### src/rtl/lbl_pkg.sv
package lbl_pkg;

  typedef enum logic {
    HALF_UPPER = 1'b0,
    HALF_LOWER = 1'b1
  } half_kind_e;

  localparam int unsigned LBL_ADDR_W    = 32;
  localparam int unsigned LBL_OFS_W     = 11;
  localparam int unsigned LBL_HI_SHIFT  = 12;
  localparam int unsigned LBL_LO_SHIFT  = 1;
  localparam int unsigned LBL_RET_BACK  = 2;

endpackage

### src/rtl/lbl_upper_half.sv
module lbl_upper_half #(
  parameter int unsigned ADDR_W   = lbl_pkg::LBL_ADDR_W,
  parameter int unsigned OFS_W    = lbl_pkg::LBL_OFS_W,
  parameter int unsigned HI_SHIFT = lbl_pkg::LBL_HI_SHIFT
) (
  input  logic [OFS_W-1:0]  ofs,
  input  logic [ADDR_W-1:0] pc,
  output logic [ADDR_W-1:0] partial
);
  localparam int unsigned EXT_W = ADDR_W - OFS_W;

  // Sign-extend the offset to the address width, then scale it.
  function automatic logic [ADDR_W-1:0] scaled_sext(input logic [OFS_W-1:0] o);
    logic [ADDR_W-1:0] wide;
    wide = {{EXT_W{o[OFS_W-1]}}, o};
    return wide << HI_SHIFT;
  endfunction

  // Wrapping add of the prefetched PC and the scaled offset.
  function automatic logic [ADDR_W-1:0] upper_sum(input logic [ADDR_W-1:0] p,
                                                  input logic [OFS_W-1:0]  o);
    return p + scaled_sext(o);
  endfunction

  assign partial = upper_sum(pc, ofs);
endmodule

### src/rtl/lbl_lower_half.sv
module lbl_lower_half #(
  parameter int unsigned ADDR_W   = lbl_pkg::LBL_ADDR_W,
  parameter int unsigned OFS_W    = lbl_pkg::LBL_OFS_W,
  parameter int unsigned LO_SHIFT = lbl_pkg::LBL_LO_SHIFT,
  parameter int unsigned RET_BACK = lbl_pkg::LBL_RET_BACK
) (
  input  logic [OFS_W-1:0]  ofs,
  input  logic [ADDR_W-1:0] pc,
  input  logic [ADDR_W-1:0] lr,
  output logic [ADDR_W-1:0] target,
  output logic [ADDR_W-1:0] ret_addr
);
  localparam int unsigned EXT_W = ADDR_W - OFS_W;
  localparam logic [ADDR_W-1:0] BACK = ADDR_W'(RET_BACK);

  // Partial address from the link register, halfword aligned, plus offset.
  function automatic logic [ADDR_W-1:0] final_target(input logic [ADDR_W-1:0] l,
                                                     input logic [OFS_W-1:0]  o);
    logic [ADDR_W-1:0] base;
    logic [ADDR_W-1:0] step;
    base = {l[ADDR_W-1:1], 1'b0};
    step = {{EXT_W{1'b0}}, o} << LO_SHIFT;
    return base + step;
  endfunction

  // Address of the halfword after the pair, tagged in bit 0.
  function automatic logic [ADDR_W-1:0] tagged_return(input logic [ADDR_W-1:0] p);
    logic [ADDR_W-1:0] back;
    back = p - BACK;
    return {back[ADDR_W-1:1], 1'b1};
  endfunction

  assign target   = final_target(lr, ofs);
  assign ret_addr = tagged_return(pc);
endmodule

### src/rtl/lbl_out_reg.sv
module lbl_out_reg #(
  parameter int unsigned ADDR_W = lbl_pkg::LBL_ADDR_W
) (
  input  logic              clk,
  input  logic              rst_n,
  input  logic              lr_we_d,
  input  logic [ADDR_W-1:0] lr_data_d,
  input  logic              pc_ld_d,
  input  logic [ADDR_W-1:0] pc_data_d,
  output logic              lr_we_q,
  output logic [ADDR_W-1:0] lr_data_q,
  output logic              pc_ld_q,
  output logic [ADDR_W-1:0] pc_data_q
);
  always_ff @(posedge clk) begin
    if (!rst_n) begin
      lr_we_q   <= 1'b0;
      lr_data_q <= '0;
      pc_ld_q   <= 1'b0;
      pc_data_q <= '0;
    end else begin
      lr_we_q <= lr_we_d;
      pc_ld_q <= pc_ld_d;
      if (lr_we_d) lr_data_q <= lr_data_d;
      if (pc_ld_d) pc_data_q <= pc_data_d;
    end
  end


  pc_hold_chk: assert property (@(posedge clk) disable iff (!rst_n)
    !pc_ld_q |=> (!pc_ld_q || 1'b1) && ($stable(pc_data_q) || pc_ld_q));


  lr_hold_chk: assert property (@(posedge clk) disable iff (!rst_n)
    !lr_we_q |-> !pc_ld_q);
endmodule

### src/rtl/long_branch_link.sv
module long_branch_link #(
  parameter int unsigned ADDR_W   = lbl_pkg::LBL_ADDR_W,
  parameter int unsigned OFS_W    = lbl_pkg::LBL_OFS_W,
  parameter int unsigned HI_SHIFT = lbl_pkg::LBL_HI_SHIFT,
  parameter int unsigned LO_SHIFT = lbl_pkg::LBL_LO_SHIFT
) (
  input  logic              clk,
  input  logic              rst_n,
  input  logic              hw_valid,
  input  logic              hw_lower,
  input  logic [OFS_W-1:0]  hw_ofs,
  input  logic [ADDR_W-1:0] cur_pc,
  input  logic [ADDR_W-1:0] lr_in,
  output logic              lr_we,
  output logic [ADDR_W-1:0] lr_wdata,
  output logic              pc_load,
  output logic [ADDR_W-1:0] pc_target
);
  import lbl_pkg::*;

  half_kind_e        kind;
  logic [ADDR_W-1:0] partial_addr;
  logic [ADDR_W-1:0] branch_addr;
  logic [ADDR_W-1:0] return_addr;
  logic              take_upper;
  logic              take_lower;
  logic              lr_we_d;
  logic [ADDR_W-1:0] lr_data_d;
  logic              pc_ld_d;
  logic              past_ok;

  assign kind       = half_kind_e'(hw_lower);
  assign take_upper = hw_valid && (kind == HALF_UPPER);
  assign take_lower = hw_valid && (kind == HALF_LOWER);

  lbl_upper_half #(.ADDR_W(ADDR_W), .OFS_W(OFS_W), .HI_SHIFT(HI_SHIFT)) u_upper (
    .ofs     (hw_ofs),
    .pc      (cur_pc),
    .partial (partial_addr)
  );

  lbl_lower_half #(.ADDR_W(ADDR_W), .OFS_W(OFS_W), .LO_SHIFT(LO_SHIFT),
                   .RET_BACK(LBL_RET_BACK)) u_lower (
    .ofs      (hw_ofs),
    .pc       (cur_pc),
    .lr       (lr_in),
    .target   (branch_addr),
    .ret_addr (return_addr)
  );

  always_comb begin
    lr_we_d   = take_upper || take_lower;
    pc_ld_d   = take_lower;
    lr_data_d = take_lower ? return_addr : partial_addr;
  end

  lbl_out_reg #(.ADDR_W(ADDR_W)) u_out (
    .clk       (clk),
    .rst_n     (rst_n),
    .lr_we_d   (lr_we_d),
    .lr_data_d (lr_data_d),
    .pc_ld_d   (pc_ld_d),
    .pc_data_d (branch_addr),
    .lr_we_q   (lr_we),
    .lr_data_q (lr_wdata),
    .pc_ld_q   (pc_load),
    .pc_data_q (pc_target)
  );

  // Marks cycles whose previous edge lies after reset release.
  always_ff @(posedge clk) begin
    if (!rst_n) past_ok <= 1'b0;
    else        past_ok <= 1'b1;
  end


  upper_no_branch_chk: assert property (@(posedge clk) disable iff (!rst_n)
    (past_ok && $past(hw_valid && !hw_lower)) |-> (!pc_load && lr_we));


  lower_both_chk: assert property (@(posedge clk) disable iff (!rst_n)
    (past_ok && $past(hw_valid && hw_lower)) |-> (pc_load && lr_we));


  idle_quiet_chk: assert property (@(posedge clk) disable iff (!rst_n)
    (past_ok && !$past(hw_valid)) |-> (!pc_load && !lr_we && $stable(lr_wdata)));


  ret_tag_chk: assert property (@(posedge clk) disable iff (!rst_n)
    pc_load |-> lr_wdata[0]);


  target_even_chk: assert property (@(posedge clk) disable iff (!rst_n)
    pc_load |-> !pc_target[0]);
endmodule

### config.mk
export PLATFORM = sky130hd
export DESIGN_NAME = long_branch_link
export DESIGN_NICKNAME = d
export VERILOG_FILES = /design/src/rtl/lbl_pkg.sv /design/src/rtl/lbl_upper_half.sv /design/src/rtl/lbl_lower_half.sv /design/src/rtl/lbl_out_reg.sv /design/src/rtl/long_branch_link.sv
export SDC_FILE = /design/constraint.sdc
export NUM_CORES = 1
export LEC_CHECK = 0
export ABC_AREA = 1
export BUFFER_PORTS_ARGS = -buffer_cell sky130_fd_sc_hd__buf_4
export CELL_PAD_IN_SITES_DETAIL_PLACEMENT = 1
export CELL_PAD_IN_SITES_GLOBAL_PLACEMENT = 1
export CORE_MARGIN = 3
export CORE_UTILIZATION = 35
export CTS_BUF_LIST = sky130_fd_sc_hd__clkbuf_8
export DETAILED_ROUTE_END_ITERATION = 10
export PLACE_DENSITY_LB_ADDON = 0.3
export SYNTH_ARGS = -nofsm -noshare
export SYNTH_HDL_FRONTEND = slang
export SYNTH_HIERARCHICAL = 1
export SYNTH_SLANG_ARGS = --single-unit
### constraint.sdc
create_clock -name clk -period 3 [get_ports clk]
set_clock_uncertainty 0.15 [all_clocks]
set_input_delay 0.15 -clock clk [delete_from_list [all_inputs] [get_ports clk]]
set_output_delay 0.15 -clock clk [all_outputs]
set_load 0.1 [all_outputs]
==> impl_summary.md <==
Worst setup path
The largest single stage delay on the critical path is about 0.47 ns. Along the worst path, the maximum fanout reaches 8. The critical path class is input port to flop. Grouping stages by cell kind, the critical path spends the most delay in simple AND/OR/NAND/NOR gates. The worst setup path is captured at a flop. The cell with the largest stage delay on the worst path is fa_1.

The arrival time of the worst setup path is between 2 and 2.5 ns. The critical path goes through buf_4, ha_1, fa_1, nand3_1, nand3_1, nand3_1, nand3_2, xor2_1, inv_1, nand2_1, nand2_1, nor2_1. For flop-to-flop paths, the worst setup slack is 2.24 ns. The most prevalent standard cell on the critical path is nand3_1. The type of origin of the critical path is an input port.

The number of buffer and inverter instances along the worst setup path is 2. The critical path data required time is around 3.1 ns.

Routing
In this run the top signal layer used is met4. The routed wirelength normalized by instance count is ~14 um. Detailed routing inserted a total of between 7000 and 8000 vias. The wire length the detailed router placed on met1 is 10.46 mm. The detail route stage leaves a number of antenna-violating nets equal to 0. Dividing the detail-routed via count by the number of cells gives roughly 4.8. The sum of routed wire length over all layers is roughly 23 mm. The DRC violations left is 0. The routed wire length on met3 is about 800 um. The total met2 wirelength after detailed routing is roughly 11 mm. For this block, the initial DRC count from the detailed router was approximately 280.

The number of search-and-repair iterations in the first detailed-routing pass is 4.

Yosys
Counting every instance in the synthesized netlist gives 1200. The number of enable flip-flop cells after synthesis is 0. During synthesis, Yosys emitted a total of 6 warnings. For this run, asynchronously set or reset flops after synthesis account for 0%. Dividing the synthesized area by the synthesized cell count gives between 5 and 6 sq um. The net count after synthesis is between 1000 and 1500. Ranked by total cell area, the synthesized netlist is headed by nand2_1 (25%), dfxtp_1 (19%), nor2_1 (12%). For this run, the leading register cell type out of synthesis is dfxtp_1. The cell accounting for the most synthesized area is nand2_1. The sequential element share of the synthesized area is around a fifth. The distinct cell type count after synthesis is 37. The post-synthesis cell area is between 6000 and 7000 sq um. The number of flip-flops and latches in the synthesized netlist is 66.

The fraction of post-synthesis cell area in the top cell type by area is roughly a quarter.

Placement
In this run the tool buffered the top-level ports with approximately 140 buffer cells. The post-DP HPWL is roughly 18 mm. At the end of routability-driven placement, the weighted congestion stood at around 0.92.

Cells and area
The filler cell count in the final layout is 2703. After the last flow step, the layout net total stands at around 1400. Leaving out fill and tap cells, the most frequent cells in the layout are nand2_1 (446), nor2_1 (212), inv_1 (155), buf_4 (144), nand3_1 (77). In the final layout, the share of cells above drive strength 1 is ~16%. In the final layout, the multi-input gates occupy 4483 sq um. The library cell used most frequently in the layout, excluding fill and tap cells, is nand2_1. Summing all flip-flop and latch instances after layout gives 1321 sq um.

From synthesis to final layout, the design area changed by 18.60%. The number of inserted diodes is 0.

Clocking
The total clock buffers created by CTS is 9. TritonCTS built the clock tree. The H-tree depth is 3. Counting along the longest clock path gives a buffer depth of 2. The clock-pin transition on the worst setup and hold timing paths is ~0.07 ns. After clock tree synthesis, the repair step resized 0 gates. The clock reaches the later pin of the worst-skew pair after between 0.3 and 0.4 ns. The clock sink count is 66. The hold buffer count at CTS is 0. In this run the clock root is driven by a clkbuf_8. Post-CTS timing repair inserted 0 buffers for setup.

STA
The number of pins exceeding their max-slew limit in the final report is 0. Setup violations remaining at the end of the flow were counted as 0. Setup repair after global routing left no endpoint under its margin. The minimum clock period after layout is just under 2 ns.

At the pin with the least slew margin, the transition time is slightly below 0.9 ns. The final number of hold-violating endpoints is 0. The setup TNS is 0 ns.

The headroom to the max-slew limit is between 40% and 50%. The final critical path takes up 65.15% of the cycle. Derived from the worst setup path, the maximum achievable clock frequency is approximately 0.51 GHz.

Global route
The initial antenna violation count is 0. The total congestion overflow is 0. The via count of the first global-routing pass came to 7505. The global-route wire length before repair is 36.86 mm. Entering global routing, the biggest net connects 98 pins. Global routing used 21.15% of the available tracks.

Pwr
The completed layout was analyzed and its total power is roughly 3500 uW. The peak supply drop is 0.1988 mV. The leakage power is approximately 0.0045 uW. In this run the power density over the cells is approximately 430 nW/um^2.

Min path
The min-delay analysis places its worst path in the category input port to flop.

Flow run
The tool flagged a number of max-cap violations equal to 0.

Floorplan
The die is between 100 and 150 um wide. In this run the standard cell core region covers 18890 sq um. The count of standard-cell rows is 50.

Measured along the y axis, the die boundary spans around 150 um. The starting density of the core is ~36%. The die outline area is about 21000 sq um.

During I/O placement, the number of pins put on the boundary was between 100 and 150.

Outcome
The flow ran to the end, and the final reports show no timing, DRC or antenna violations.
==> synth_stat cells, drive strengths merged, types with 4 or more instances <==
cell / n
nand3: 87
xnor2: 19
ha: 31
a21oi: 18
nand3b: 7
xor2: 30
nor3: 13
o21ai: 6
nand4: 18
nand2: 460
inv: 159
buf: 43
and2: 4
clkbuf: 4
nor2: 225
dfxtp: 66
==> report_power, final <==
group          internal, uW  switching, uW
registers               944           35.7
clock network           552            370
logic                   430           1130
total                  1930           1530
==> final timing paths <==
path,start,end,cells after the start
worst min register to register,u_out/pc_data_q[1],u_out/pc_data_q[1],2
worst min-delay path,lr_in[15],u_out/pc_data_q[15],6
worst max-delay path,hw_ofs[0],u_out/pc_data_q[13],12
worst max register to register,u_out/lr_data_q[12],u_out/lr_data_q[12],2
==> worst reg2reg max path, stage by stage, from the launching register on <==
cell,delay (ns)
dfxtp_1,0.38
nor2_1,0.06
nor2_1,0.11
==> kinds of logic after synthesis <==
logic type      count (synthesis)  share of synthesized area [%]
buf+inv                       207                          14.74
other cells                     2                         0.1103
compound gates                 27                          2.205
xor+xnor                       49                          6.304
flops                          66                          19.41
simple gates                  816                          50.95
fa+ha+maj                      33                          6.286
==> layout make-up <==
type / instances / share of cell area, %
Sequential cell: 66 / 16.36
Timing Repair Buffer: 145 / 13.64
Multi-Input combinational cell: 927 / 55.52
Clock buffer: 9 / 1.534
Inverter: 160 / 7.438
Tap cell: 260 / 4.029
Clock inverter: 7 / 1.472
==> flip-flops by register name, summed over array words and instances, names as in the netlist <==
register,count
u_out/pc_ld_q,1
u_out/lr_data_q,32
u_out/lr_we_q,1
u_out/pc_data_q,32
==> stage by stage <==
| step | hold WS, ns | setup slack [ns] | utilization, % | instance area [sq um] | cells |
|---|---|---|---|---|---|
| after CTS | 0.01629 | 1.050 | 42.74 | 8074 | 1574 |
| final | 0.03573 | 1.045 | 42.74 | 8074 | 1574 |
| after global placement | 0.3092 | 0.6982 | 41.45 | 7831 | 1558 |
| after floorplan | 0.2435 | 1.160 | - | 6808 | 1200 |
| after detailed placement | 0.3147 | 0.6702 | 41.45 | 7831 | 1558 |
| after global routing | 0.05001 | 0.8714 | 42.74 | 8074 | 1574 |
==> layer usage <==
layer  up-vias  global-route usage [%]
met5         -                       0
met4         0                   5.698
met3        23                   3.177
met2       159                   37.39
met1      3482                   26.87
li1       3841                       -
(Power assumes the default switching activity.)
